--- src/rtl/pcm_rx_pkg.sv ---
package pcm_rx_pkg;

  localparam int SAMPLE_W = 18;
  localparam int CNT_W    = 6;

  typedef enum logic [1:0] {
    RATIO_32X = 2'd0,
    RATIO_48X = 2'd1,
    RATIO_64X = 2'd2
  } ratio_e;

  // bit slots in one channel half for a ratio code
  function automatic logic [CNT_W-1:0] slots_per_half(input logic [1:0] code);
    case (code)
      RATIO_32X: return CNT_W'(16);
      RATIO_48X: return CNT_W'(24);
      default:   return CNT_W'(32);
    endcase
  endfunction

  // number of data bits taken per channel: precision limited by slot count
  function automatic logic [CNT_W-1:0] capture_bits(input logic p18, input logic [1:0] code);
    logic [CNT_W-1:0] prec;
    logic [CNT_W-1:0] slots;
    prec  = p18 ? CNT_W'(18) : CNT_W'(16);
    slots = slots_per_half(code);
    return (prec < slots) ? prec : slots;
  endfunction

endpackage

--- src/rtl/pcm_in_sync.sv ---
module pcm_in_sync #(
  parameter int W      = 3,
  parameter int STAGES = 2
) (
  input  logic         clk,
  input  logic         rst_n,
  input  logic [W-1:0] d_i,
  output logic [W-1:0] q_o,
  output logic [W-1:0] q_prev_o
);

  logic [W-1:0] stg [STAGES];
  logic [W-1:0] prev_q;

  genvar gi;
  generate
    for (gi = 0; gi < STAGES; gi++) begin : g_stage
      always_ff @(posedge clk or negedge rst_n) begin
        if (!rst_n) stg[gi] <= '0;
        else if (gi == 0) stg[gi] <= d_i;
        else stg[gi] <= stg[(gi == 0) ? 0 : gi-1];
      end
    end
  endgenerate

  always_ff @(posedge clk or negedge rst_n) begin
    if (!rst_n) prev_q <= '0;
    else        prev_q <= stg[STAGES-1];
  end

  assign q_o      = stg[STAGES-1];
  assign q_prev_o = prev_q;

endmodule

--- src/rtl/pcm_deser.sv ---
module pcm_deser
  import pcm_rx_pkg::*;
(
  input  logic                clk,
  input  logic                rst_n,
  input  logic                bit_rise_i,
  input  logic                ws_i,
  input  logic                sd_i,
  input  logic                cfg_lj,
  input  logic [CNT_W-1:0]    cap_lim_i,
  output logic [SAMPLE_W-1:0] left_o,
  output logic [SAMPLE_W-1:0] right_o,
  output logic                valid_o,
  output logic                frame_edge_o,
  output logic [CNT_W-1:0]    bit_cnt_o
);

  logic                ws_last_q, eff_last_q;
  logic                l_started_q, r_started_q;
  logic [CNT_W-1:0]    cnt_q;
  logic [SAMPLE_W-1:0] acc_l_q, acc_r_q, left_q, right_q;
  logic                valid_q;

  logic                eff_ws, in_left, edge_w, hit;
  logic [CNT_W-1:0]    idx, sh;
  logic [SAMPLE_W-1:0] mask, dmask;

  always_comb begin
    // I2S is left-justified framing with word select delayed one slot
    eff_ws  = cfg_lj ? ws_i : ws_last_q;
    in_left = cfg_lj ? eff_ws : ~eff_ws;
    edge_w  = bit_rise_i && (eff_ws != eff_last_q);
    idx     = edge_w ? '0 : ((&cnt_q) ? cnt_q : cnt_q + 1'b1);
    hit     = idx < cap_lim_i;
    sh      = CNT_W'(SAMPLE_W-1) - idx;
    mask    = hit ? (SAMPLE_W'(1) << sh) : '0;
    dmask   = sd_i ? mask : '0;
  end

  always_ff @(posedge clk or negedge rst_n) begin
    if (!rst_n) begin
      ws_last_q   <= 1'b0;
      eff_last_q  <= 1'b0;
      cnt_q       <= '1;
      acc_l_q     <= '0;
      acc_r_q     <= '0;
      left_q      <= '0;
      right_q     <= '0;
      valid_q     <= 1'b0;
      l_started_q <= 1'b0;
      r_started_q <= 1'b0;
    end else begin
      valid_q <= 1'b0;
      if (bit_rise_i) begin
        ws_last_q  <= ws_i;
        eff_last_q <= eff_ws;
        cnt_q      <= idx;
        if (in_left) acc_l_q <= edge_w ? dmask : ((acc_l_q & ~mask) | dmask);
        else         acc_r_q <= edge_w ? dmask : ((acc_r_q & ~mask) | dmask);
        if (edge_w && in_left) begin
          l_started_q <= 1'b1;
          if (r_started_q) begin
            valid_q <= 1'b1;
            left_q  <= acc_l_q;
            right_q <= acc_r_q;
          end
        end
        if (edge_w && !in_left && l_started_q) r_started_q <= 1'b1;
      end
    end
  end

  assign left_o       = left_q;
  assign right_o      = right_q;
  assign valid_o      = valid_q;
  assign frame_edge_o = edge_w;
  assign bit_cnt_o    = cnt_q;

endmodule

--- src/rtl/pcm_serial_rx.sv ---
module pcm_serial_rx
  import pcm_rx_pkg::*;
#(
  parameter int SYNC_STAGES = 2
) (
  input  logic                clk,
  input  logic                rst_n,
  input  logic                cfg_lj,
  input  logic                cfg_p18,
  input  logic [1:0]          cfg_ratio,
  input  logic                bit_clk_i,
  input  logic                word_clk_i,
  input  logic                ser_data_i,
  output logic [SAMPLE_W-1:0] left_o,
  output logic [SAMPLE_W-1:0] right_o,
  output logic                valid_o
);

  localparam int N_IN = 3;

  logic [N_IN-1:0]  raw_w, sync_w, prev_w;
  logic             bclk_rise_w;
  logic             frame_edge_w;
  logic [CNT_W-1:0] bit_cnt_w;
  logic [CNT_W-1:0] bit_lim_w;

  assign raw_w = {ser_data_i, word_clk_i, bit_clk_i};

  pcm_in_sync #(.W(N_IN), .STAGES(SYNC_STAGES)) u_sync (
    .clk      (clk),
    .rst_n    (rst_n),
    .d_i      (raw_w),
    .q_o      (sync_w),
    .q_prev_o (prev_w)
  );

  assign bclk_rise_w = sync_w[0] & ~prev_w[0];
  assign bit_lim_w   = capture_bits(cfg_p18, cfg_ratio);

  pcm_deser u_deser (
    .clk          (clk),
    .rst_n        (rst_n),
    .bit_rise_i   (bclk_rise_w),
    .ws_i         (sync_w[1]),
    .sd_i         (sync_w[2]),
    .cfg_lj       (cfg_lj),
    .cap_lim_i    (bit_lim_w),
    .left_o       (left_o),
    .right_o      (right_o),
    .valid_o      (valid_o),
    .frame_edge_o (frame_edge_w),
    .bit_cnt_o    (bit_cnt_w)
  );

endmodule

--- config.mk ---
export PLATFORM = sky130hd
export DESIGN_NAME = pcm_serial_rx
export DESIGN_NICKNAME = d
export VERILOG_FILES = /design/src/rtl/pcm_rx_pkg.sv /design/src/rtl/pcm_in_sync.sv /design/src/rtl/pcm_deser.sv /design/src/rtl/pcm_serial_rx.sv
export SDC_FILE = /design/constraint.sdc
export NUM_CORES = 1
export LEC_CHECK = 0
export ABC_AREA = 1
export BUFFER_PORTS_ARGS = -buffer_cell sky130_fd_sc_hd__buf_2
export CAP_MARGIN = 20
export CORE_ASPECT_RATIO = 0.9
export CORE_MARGIN = 10
export CORE_UTILIZATION = 50
export DETAILED_ROUTE_END_ITERATION = 10
export PLACE_DENSITY = 0.7
export SYNTH_ARGS = -nofsm -noshare
export SYNTH_HDL_FRONTEND = slang
export SYNTH_SLANG_ARGS = --single-unit
--- constraint.sdc ---
create_clock -name clk -period 4.6 [get_ports clk]
set_input_delay 0.23 -clock clk [delete_from_list [all_inputs] [get_ports clk]]
set_output_delay 0.23 -clock clk [all_outputs]
set_load 0.02 [all_outputs]
==> results.toml <==
[logic_synthesis]
synth_adder_area_share_pct = 0.571
muxShareOfSynthArea_pct = 0
syn_area_um2 = 4380
ys_types = 28
synth_compound_area_share_pct = 1.77
yosys.area.top_type = "dfrtp_1"
avgSynthCellArea_um2 = 7.88
synth_top_family_by_area = "simple AND/OR/NAND/NOR gates"
syn-instance-count = 556
synth_xor_area_share_pct = 0
syn_nets = 567
synthSimpleGateAreaFrac_pct = 40.6
ys_seq_area_share_pct = 51.6
synth_seq_cells = 90
synthDominantCellAreaShare_pct = 48.0
synth_warnings = 0
ys_top_cells_by_area = "dfrtp_1 (48%), nand2_1 (24%), nand4_1 (4.7%)"

[power_and_ir_drop]
seqPwrFrac_pct = 41.0
combinationalPowerShare_pct = 37.1
leakage_uw = 0.00274
switching_share_pct = 41.0
peakVddDrop_mv = 0.255
intPower_uw = 1620
pwr-share-clk_pct = 21.8
p_total_uw = 2750
switching_power_uw = 1130
p_per_area_nw_per_um2 = 559

[die]
die-area_um2 = 12900
dieHeight_um = 109
start_util_pct = 51.1
num_rows = 32
die_w_um = 119
ioPinCount = 46
core_area_um2 = 8570

[worst_hold_path]
min_path_type = "in2reg"
holdPathStages = 5

[routing]
vias = 3569
drtIter0Drc = 307
ant_nets = 0
drt_wl_total_um = 9230
drt_first_pass_iters = 5
drc_errors = 0
routedWlPerCell_um = 12.8
detail_route.vias_per_cell = 4.96

[cts]
insertion_delay_ns = 0.36
h-tree-depth = 3
post_cts_buffers = 0
path_clk_slew_ns = 0.09
cts_tree = "built"
cts_made_buffers = 9
ctsRootBufferMaster = "clkbuf_8"
clock_sinks = 90
cts_buffer_depth = 2

[worst_setup_path]
cp.required_ns = 4.89
path_max_fanout = 24
setup.worst_path.start_class = "flip-flop"
ff2ff_path_depth = 14
critPathCaptureType = "flip-flop"
path_cells = "ha_1 -> nand3_2 -> nor2_2 -> nand2_1 -> nand2_2 -> nand2_4 -> ha_1 -> nand2_4 -> nand2_2 -> nand2_1 -> nand2_2 -> nor3_4 -> nand4_1 -> nand2_1"
cp_top_family = "simple AND/OR/NAND/NOR gates"
crit_arrival_ns = 3.31
cp.buffers_inverters = 0
critPathKind = "reg2reg"
slowest_delay_ns = 0.63
cp.depth = 14
cpMaxStageDelayCell = "nor3_4"

[finish]
layout-drive-gt1-share_pct = 18.0
final_common_cell = "nand2_1"
finalNetCount = 607
num_antenna_cells = 0
area_delta_synth_final_pct = 12.5
fillerInstances = 836
final_cell_mix = "nand2_1 (282), dfrtp_1 (84), buf_2 (44)"
utilization_pct = 57.5

[sta]
worstMarginPinSlew_ns = 0.941
min_period_over_period_pct = 65.7
whs_ns = 0.286
skew_ns = 0.0131
drv_slew = 0
hold_violations = 0
maxSlewHeadroom_pct = 37.3
final-setup-viol-count = 0
fin_crit_ns = 3.02
rsz0062_at_grt = "false"
fin_setup_tns_ns = 0
fmaxAchievable_mhz = 331

[global_routing]
grt_max_degree = 61
grt_pass1_wl_um = 16000
grt_pass1_vias = 3456
grt_use_total_pct = 14.8
antenna_found_initial = 0
globalRouteOverflowTotal = 0

[place]
gp_congestion = 0.888
dp_hpwl_um = 6510
io_buffers = 45

[run]
cap_viol_max_count = 0

[run_status]
status = "finished, final reports clean"
==> cell usage after synthesis (all sizes together) <==
| cell type | number |
|---|---|
| nand4 | 33 |
| o21ai | 13 |
| nor2 | 36 |
| buf | 18 |
| nand2 | 297 |
| ha | 2 |
| nand3 | 33 |
| inv | 23 |
| or2 | 1 |
| nor3 | 1 |
| clkbuf | 6 |
| dfstp | 6 |
| dfrtp | 84 |
| a21oi | 1 |
| clkinv | 2 |
==> per-stage QoR <==
step | area (um2) | cells | worst slack (ns)
after floorplan | 4380 | 556 | 2.23
after global placement | 4660 | 700 | 1.63
after detailed placement | 4660 | 700 | 1.52
after CTS | 4920 | 720 | 1.52
after global routing | 4920 | 720 | 1.16
final | 4920 | 720 | 1.58
==> tightest hold or removal path: stages <==
cell     delay, ns
buf_2         0.10
inv_2         0.04
nand2_1       0.08
nand3_1       0.08
o21ai_0       0.07
==> layer usage <==
layer	GRT usage, %	vias to the layer above	part of all wire [%]
li1	-	1846	-
met1	18.7	1602	47
met2	23.2	103	44
met3	4.81	18	7.1
met4	5.84	0	1.7
met5	0	-	0
==> power by group through the flow <==
| stage | Combinational [uW] | Sequential, uW | Clock (uW) |
|---|---|---|---|
| global route | 1150 | 1160 | 652 |
| finish | 1020 | 1130 | 601 |
| global placement | 1010 | 1140 | 0 |
| CTS | 1030 | 1130 | 616 |
| detailed placement | 1020 | 1140 | 0 |
| floorplan | 703 | 1220 | 0 |
==> cell families after synthesis <==
| family | count (synthesis) |
|---|---|
| buffers and inverters | 49 |
| AO/OA/AOI/OAI | 14 |
| AND/OR/NAND/NOR | 401 |
| adder cells (fa/ha/maj) | 2 |
| flip-flops | 90 |
==> layout make-up <==
class                      instances  area (um2)  share of cell area (%)
clock buffer                      10         128                    2.59
clock inverter                     6         101                    2.06
inverter                          25        98.8                    2.01
multi-input combinational        417        1890                    38.4
sequential                        90        2260                    45.9
tap                              119         149                    3.02
timing repair buffer              53         298                    6.05
==> repair_timing <==
action,4_1_cts,5_1_grt
hold buffers,4,0
resized for setup,0,0
endpoints found under the hold margin,33,0
==> worst paths after layout <==
kind                                      start                 end  slack [ns]
min in group asynchronous                 rst_n  u_deser.right_o[2]        0.34
max                        u_deser.bit_cnt_o[0]           flip-flop        1.58
min reg2reg                       u_sync.stg[5]       u_sync.q_o[2]        0.36
max in group asynchronous                 rst_n  u_deser.eff_last_q        3.19
min                                      cfg_lj  u_deser.eff_last_q        0.29
max reg2reg                u_deser.bit_cnt_o[0]           flip-flop        1.58
Note: power is estimated with default switching activity, not from simulation.
